===== src/rtl/pod_pkg.sv =====
package pod_pkg;
  typedef enum logic [1:0] {PC_KEYSCAN, PC_REGMAP, PC_LED} pin_class_e;

  function automatic pin_class_e class_of(int idx, int n_ks, int n_gp);
    if (idx < n_ks) return PC_KEYSCAN;
    if (idx < n_ks + n_gp) return PC_REGMAP;
    return PC_LED;
  endfunction

  function automatic int boost_len(pin_class_e c, int ks_len, int gp_len);
    case (c)
      PC_KEYSCAN: return ks_len;
      PC_REGMAP:  return gp_len;
      default:    return 0;
    endcase
  endfunction

  function automatic bit reads_pin(pin_class_e c);
    return c == PC_REGMAP;
  endfunction
endpackage


===== src/rtl/pod_sync.sv =====
module pod_sync #(
  parameter int W = 8
) (
  input  logic         clk_i,
  input  logic         rst_ni,
  input  logic [W-1:0] d_i,
  output logic [W-1:0] q_o
);
  logic [W-1:0] s1_q, s2_q;

  always_ff @(posedge clk_i or negedge rst_ni) begin
    if (!rst_ni) begin
      s1_q <= '1;
      s2_q <= '1;
    end else begin
      s1_q <= d_i;
      s2_q <= s1_q;
    end
  end

  assign q_o = s2_q;
endmodule


===== src/rtl/pod_pin_cell.sv =====
module pod_pin_cell #(
  parameter int BOOST_CYC = 2,
  parameter bit READ_PIN  = 1'b0
) (
  input  logic clk_i,
  input  logic rst_ni,
  input  logic wr_i,
  input  logic data_i,
  input  logic pin_sync_i,
  output logic pull_dn_o,
  output logic boost_o,
  output logic keep_o,
  output logic rd_o
);
  localparam int CW = (BOOST_CYC > 0) ? $clog2(BOOST_CYC + 1) : 1;

  logic          latch_q, latch_d;
  logic [CW-1:0] cnt_q;

  assign latch_d = wr_i ? data_i : latch_q;

  always_ff @(posedge clk_i or negedge rst_ni) begin
    if (!rst_ni) begin
      latch_q <= 1'b1;
      cnt_q   <= '0;
    end else begin
      latch_q <= latch_d;
      if (latch_d && !latch_q)
        cnt_q <= CW'(BOOST_CYC);        // rising latch arms the pulse
      else if (!latch_d)
        cnt_q <= '0;                    // low drive cancels any pulse
      else if (cnt_q != '0)
        cnt_q <= cnt_q - 1'b1;
    end
  end

  assign pull_dn_o = ~latch_q;
  assign boost_o   = (cnt_q != '0);
  assign keep_o    = latch_q & ~boost_o;
  assign rd_o      = READ_PIN ? pin_sync_i : latch_q;
endmodule


===== src/rtl/pod_port_driver.sv =====
module pod_port_driver #(
  parameter int N_KS     = 4,
  parameter int N_GP     = 2,
  parameter int N_LED    = 2,
  parameter int KS_BOOST = 2,
  parameter int GP_BOOST = 1,
  localparam int N       = N_KS + N_GP + N_LED
) (
  input  logic         clk_i,
  input  logic         rst_ni,
  input  logic         wr_i,
  input  logic [N-1:0] wr_mask_i,
  input  logic [N-1:0] wr_data_i,
  input  logic [N-1:0] pin_i,
  output logic [N-1:0] pull_dn_o,
  output logic [N-1:0] boost_o,
  output logic [N-1:0] keep_o,
  output logic [N-1:0] rd_data_o
);
  import pod_pkg::*;

  logic [N-1:0] pin_sync;

  pod_sync #(.W(N)) u_sync (
    .clk_i (clk_i),
    .rst_ni(rst_ni),
    .d_i   (pin_i),
    .q_o   (pin_sync)
  );

  for (genvar i = 0; i < N; i++) begin : g_pin
    localparam pin_class_e PC = class_of(i, N_KS, N_GP);
    pod_pin_cell #(
      .BOOST_CYC(boost_len(PC, KS_BOOST, GP_BOOST)),
      .READ_PIN (reads_pin(PC))
    ) u_cell (
      .clk_i     (clk_i),
      .rst_ni    (rst_ni),
      .wr_i      (wr_i & wr_mask_i[i]),
      .data_i    (wr_data_i[i]),
      .pin_sync_i(pin_sync[i]),
      .pull_dn_o (pull_dn_o[i]),
      .boost_o   (boost_o[i]),
      .keep_o    (keep_o[i]),
      .rd_o      (rd_data_o[i])
    );
  end
endmodule


===== config.mk =====
export PLATFORM = sky130hd
export DESIGN_NAME = pod_port_driver
export DESIGN_NICKNAME = d
export VERILOG_FILES = /design/src/rtl/pod_pkg.sv /design/src/rtl/pod_sync.sv /design/src/rtl/pod_pin_cell.sv /design/src/rtl/pod_port_driver.sv
export SDC_FILE = /design/constraint.sdc
export NUM_CORES = 1
export LEC_CHECK = 0
export ABC_AREA = 1
export CORE_AREA = 2 2 58 60
export DETAILED_ROUTE_END_ITERATION = 12
export DIE_AREA = 0 0 60 62
export HOLD_SLACK_MARGIN = 0.08
export PLACE_DENSITY = 0.85
export REMOVE_ABC_BUFFERS = 1
export SKIP_LAST_GASP = 1
export SLEW_MARGIN = 20
export SYNTH_ARGS = -nofsm -noshare
export SYNTH_HDL_FRONTEND = slang
export SYNTH_SLANG_ARGS = --single-unit

===== constraint.sdc =====
create_clock -name clk_i -period 1.8 [get_ports clk_i]
set_input_delay 0.54 -clock clk_i [delete_from_list [all_inputs] [get_ports clk_i]]
set_output_delay 0.54 -clock clk_i [all_outputs]
set_load 0.05 [all_outputs]

**Word-level counts from Yosys, hierarchy flattened**

Cells that the tools add are included.
W data, S select, Z words.

- $add $sub $neg: 8
- $mul: 0
- Div/mod/pow operators: 0
- Magnitude comparators: 0
- Equality and inequality tests: 4
- Shift operators: 0
- Multiplexer cells: 32
- Bitwise gates (word level): 32
- Reduce and logical (&&, ||, !) cells: 20

Operators with widths:

| kind | count |
|---|---|
| $mux W2 | 12 |
| $mux W1 | 20 |
| $and A1 B1 Y1 | 16 |
| $not A1 Y1 | 16 |
| $ne A3 B2 Y1 const B | 4 |
| $logic_and A1 B1 Y1 | 8 |
| $logic_not A1 Y1 | 8 |
| $reduce_bool A2 Y1 | 4 |
| $sub A2 B1 Y2 const B | 4 |
| $sub A1 B1 Y1 const B | 4 |

- Bits in registers: 32
- Latch bits: 0
- Memory bits (writable): 0
- Memory bits (read-only): 0
- Input port bits: 27
- Word-level logic and storage cells: 114
- Memories kept: 0

**Logic depth before layout (Yosys ltp)**

- Depth after elaboration: 4
- Gate-level depth with buffers: 6

**By module**

From an unflattened synthesis, not the netlist that was laid out.

- Cells, all modules: 163
- Area total of the unflattened synthesis: 1468.9 µm²

Modules (own cells, without submodules):

| module | times used | cells each | area each (µm²) | seq. area each (µm²) |
|---|---|---|---|---|
| pod_pin_cell at g_pin[0].u_cell ... | 4 | 23 | 170.2 | 76.3 |
| pod_sync | 1 | 16 | 420.4 | 420.4 |
| pod_pin_cell at g_pin[4].u_cell ... | 2 | 10 | 87.6 | 51.3 |
| pod_pin_cell at g_pin[6].u_cell ... | 2 | 9 | 63.8 | 26.3 |
| pod_port_driver | 1 | 17 | 65.1 | 0.0 |

**Worst setup path after synthesis**

Ideal clock, no wire load.

- Path type: flip-flop to output port
- Start: register g_pin[1].u_cell.cnt_q[0]
- End: output port keep_o[1]
- Data arrival time: 902 ps
- Data required time: 1260 ps
- Setup slack: 358 ps
- Cell stages (with the launch flop): 6
- Buffers on the path: 1
- Cell sequence: dfrtp_1 inv_1 ha_1 nand2_1 inv_1 buf_4

- Longest elaborated chain between the ends: 3

RTL lines:

| what | line | source |
|---|---|---|
| start: declaration | pod_pin_cell.sv:18 | `logic [CW-1:0] cnt_q;` |
| start signal: assignment | pod_pin_cell.sv:29 | `cnt_q <= CW'(BOOST_CYC);` |
| start signal: assignment | pod_pin_cell.sv:33 | `cnt_q <= cnt_q - 1'b1;` |
| $reduce_bool A2 Y1 | pod_pin_cell.sv:38 | `assign boost_o = (cnt_q != '0);` |
| $not A1 Y1 | pod_pin_cell.sv:39 | `assign keep_o = latch_q & ~boost_o;` |
| $and A1 B1 Y1 | pod_pin_cell.sv:39 |  |
| end: declaration | pod_port_driver.sv:17 | `output logic [N-1:0] keep_o,` |

No other way between the ends.

**Worst setup path after layout**

Ends and elaborated chain as after synthesis.

==> reports/metrics.yaml <==
p_leak_nw: 1.015
fin_crit_ps: 1740
finalWorstSetupSlack_ps: 59.72
port_buffers: 50
start_util_pct: 40.61
drv_slew: 0
die_w_um: 60
antenna_found_initial: 0
reg2reg_depth: 7
first_iter_violations: 16
dr_total_vias: 996
ir_drop_mv: 0.7819
hold_viol: 0
syn-mean-instance-area_sq_um: 8.121
drt-pass1-iter-count: 2
fin_worst_skew_ps: 8.761
cap_violations: 0
rsz0062_at_grt: "yes"
synth-seq-cells: 22
drcViolationCount: 0
cts_buffers: 3
worst_hold_slack_ps: 352.9
nets: 227
path_clk_slew_ps: 130
core_area_sq_um: 3179
r2r_setup_slack_ps: 690
path_class: "reg -> out"
rows: 21
status: "finished clean"
cts_max_path_buffers: 2
grt_usage_pct: 13.74
vias_per_cell: 4.133
p_per_area_nw_per_um2: 1510
dp_slack_ps: 99.30
layout-drive-gt1-share_pct: 43.59
grt_pass1_vias: 919
fmax_mhz: 574.6
cts_htree_levels: 1
clkSinkCount: 22
num_io_pins: 59
area_growth_pct: 54.75
cp_max_fo: 3
detail-route-antenna-nets: 0
grt_start_max_net_pins: 23
endpoint_kind: "primary output"
hpwlAfterDp_um: 1800
cts_tree: "yes"
required_ps: 1260
wl_per_cell_um: 9.938
synthesis.area_sq_um: 1291
ys.warnings.count: 0
diodes: 0
dieArea_sq_um: 3720
die_height_um: 62
wl_um: 2395
ys_types: 18
hp-class: "reg -> reg"
postSynthCellCount: 159
cp_data_arrival_time_ps: 1200
cts_root_buffer: "clkbuf_4"
gp_congestion: 0.7876
min_period_over_period_pct: 96.68
cp-start-kind: "flip-flop"
setup_viol: 0
clkLatencyLatePin_ps: 300
ys_seq_area_share_pct: 43.80
num-fill-cells: 263
cts.hold.buffers_added: 0
holdPathStages: 0
grt_pass1_wl_um: 3822
gr-total-overflow: 0
-- flip-flops by register name (all words and copies together), names as in the netlist --
name / count
g_pin.u_cell.boost_o: 2
g_pin.u_cell.rd_o: 6
g_pin.u_cell.latch_q: 2
u_sync.s1_q: 2
u_sync.q_o: 2
g_pin.u_cell.cnt_q: 8
-- cells in the final DEF, fill, tap and decap left out, types with 3 or more instances in the layout --
cell,n
dfrtp_1,10
nand2_1,29
buf_12,20
nand3_1,7
clkbuf_4,3
dfstp_2,12
nor3_1,4
clkdlybuf4s50_1,20
nor2_1,7
o21ai_0,4
inv_1,21
nor2_2,3
ha_4,4
nand4_1,3
buf_4,24
inv_2,9
a21oi_1,3
-- layer usage --
metal  routed length, um  up-vias  share of wire, %  track usage [%]
met5                   0        -                 0                0
met4                  11        0              0.46            3.810
met3                 150        2               6.3            4.348
met2                1217       34                51            22.52
met1                1016      445                42            17.57
li1                    -      515                 -                -
-- worst paths after layout --
check / startpoint / end
setup / recovery: g_pin[1].u_cell.cnt_q[0] / keep_o[1]
hold / removal: u_sync.s1_q[4] / u_sync.q_o[4]
setup reg to reg: g_pin[2].u_cell.cnt_q[0] / g_pin[2].u_cell.cnt_q[0]
hold reg to reg: u_sync.s1_q[4] / u_sync.q_o[4]
max in group asynchronous: rst_ni / g_pin[2].u_cell.rd_o
min in group asynchronous: rst_ni / g_pin[1].u_cell.cnt_q[1]
-- through the flow --
step	instance area, sq um	total power [mW]	setup TNS (ps)	instances	utilization, %
floorplan	1044	1.660	-371.8	127	-
global placement	1799	2.404	0	226	56.59
detailed placement	1799	2.445	0	226	56.59
CTS	1881	2.832	-12.49	231	59.15
global route	1998	3.239	-19.35	241	62.85
finish	1998	3.017	0	241	62.85
-- cells by family after synthesis --
group / count (synthesis) / synth area share (%)
fa+ha+maj: 4 / 3.876
simple gates: 58 / 19.19
compound gates: 9 / 4.070
flops: 22 / 43.80
other cells: 1 / 0.2904
buf+inv: 65 / 28.78
-- area by class of cell --
class,instances,area (sq um),share of cell area [%]
inverters,32,125.1,6.262
clock buffers,4,36.28,1.816
flip-flops and latches,22,565.5,28.30
well taps,46,57.56,2.880
repair buffers,64,780.7,39.07
multi-input cells,73,432.9,21.67
-- Yosys cell counts --
master / instances / share of area, %
a21oi_1: 3 / 1.2
a21oi_2: 1 / 0.68
buf_4: 32 / 19
buf_6: 1 / 0.87
conb_1: 1 / 0.29
dfrtp_1: 10 / 19
dfstp_2: 12 / 24
ha_1: 4 / 3.9
inv_1: 32 / 9.3
nand2_1: 33 / 9.6
nand3_1: 7 / 2.7
nand3_2: 1 / 0.78
nand4_1: 3 / 1.5
nor2_1: 9 / 2.6
nor2_2: 1 / 0.48
nor3_1: 4 / 1.6
o21ai_0: 4 / 1.6
o21ai_2: 1 / 0.68
-- where the power goes --
| group | switching [mW] | internal (mW) | total [mW] |
|---|---|---|---|
| clock | 0.148 | 0.123 | 0.271 |
| combinational | 1.09 | 0.935 | 2.02 |
| sequential | 0.0914 | 0.631 | 0.723 |
-- worst max-delay path, cell delays in order (launching register included) --
cell and delay [ps]:
dfrtp_1 410, inv_2 80, ha_4 150, nand2_4 60, inv_4 60, buf_12 120
-- what timing repair did --
| item | in CTS | in global routing |
|---|---|---|
| setup endpoints to repair | 6 | 7 |
| pin swaps | 3 | 4 |
| setup buffers | 1 | 10 |
| resized for setup | 15 | 14 |
Note: power is estimated with default switching activity, not from simulation.
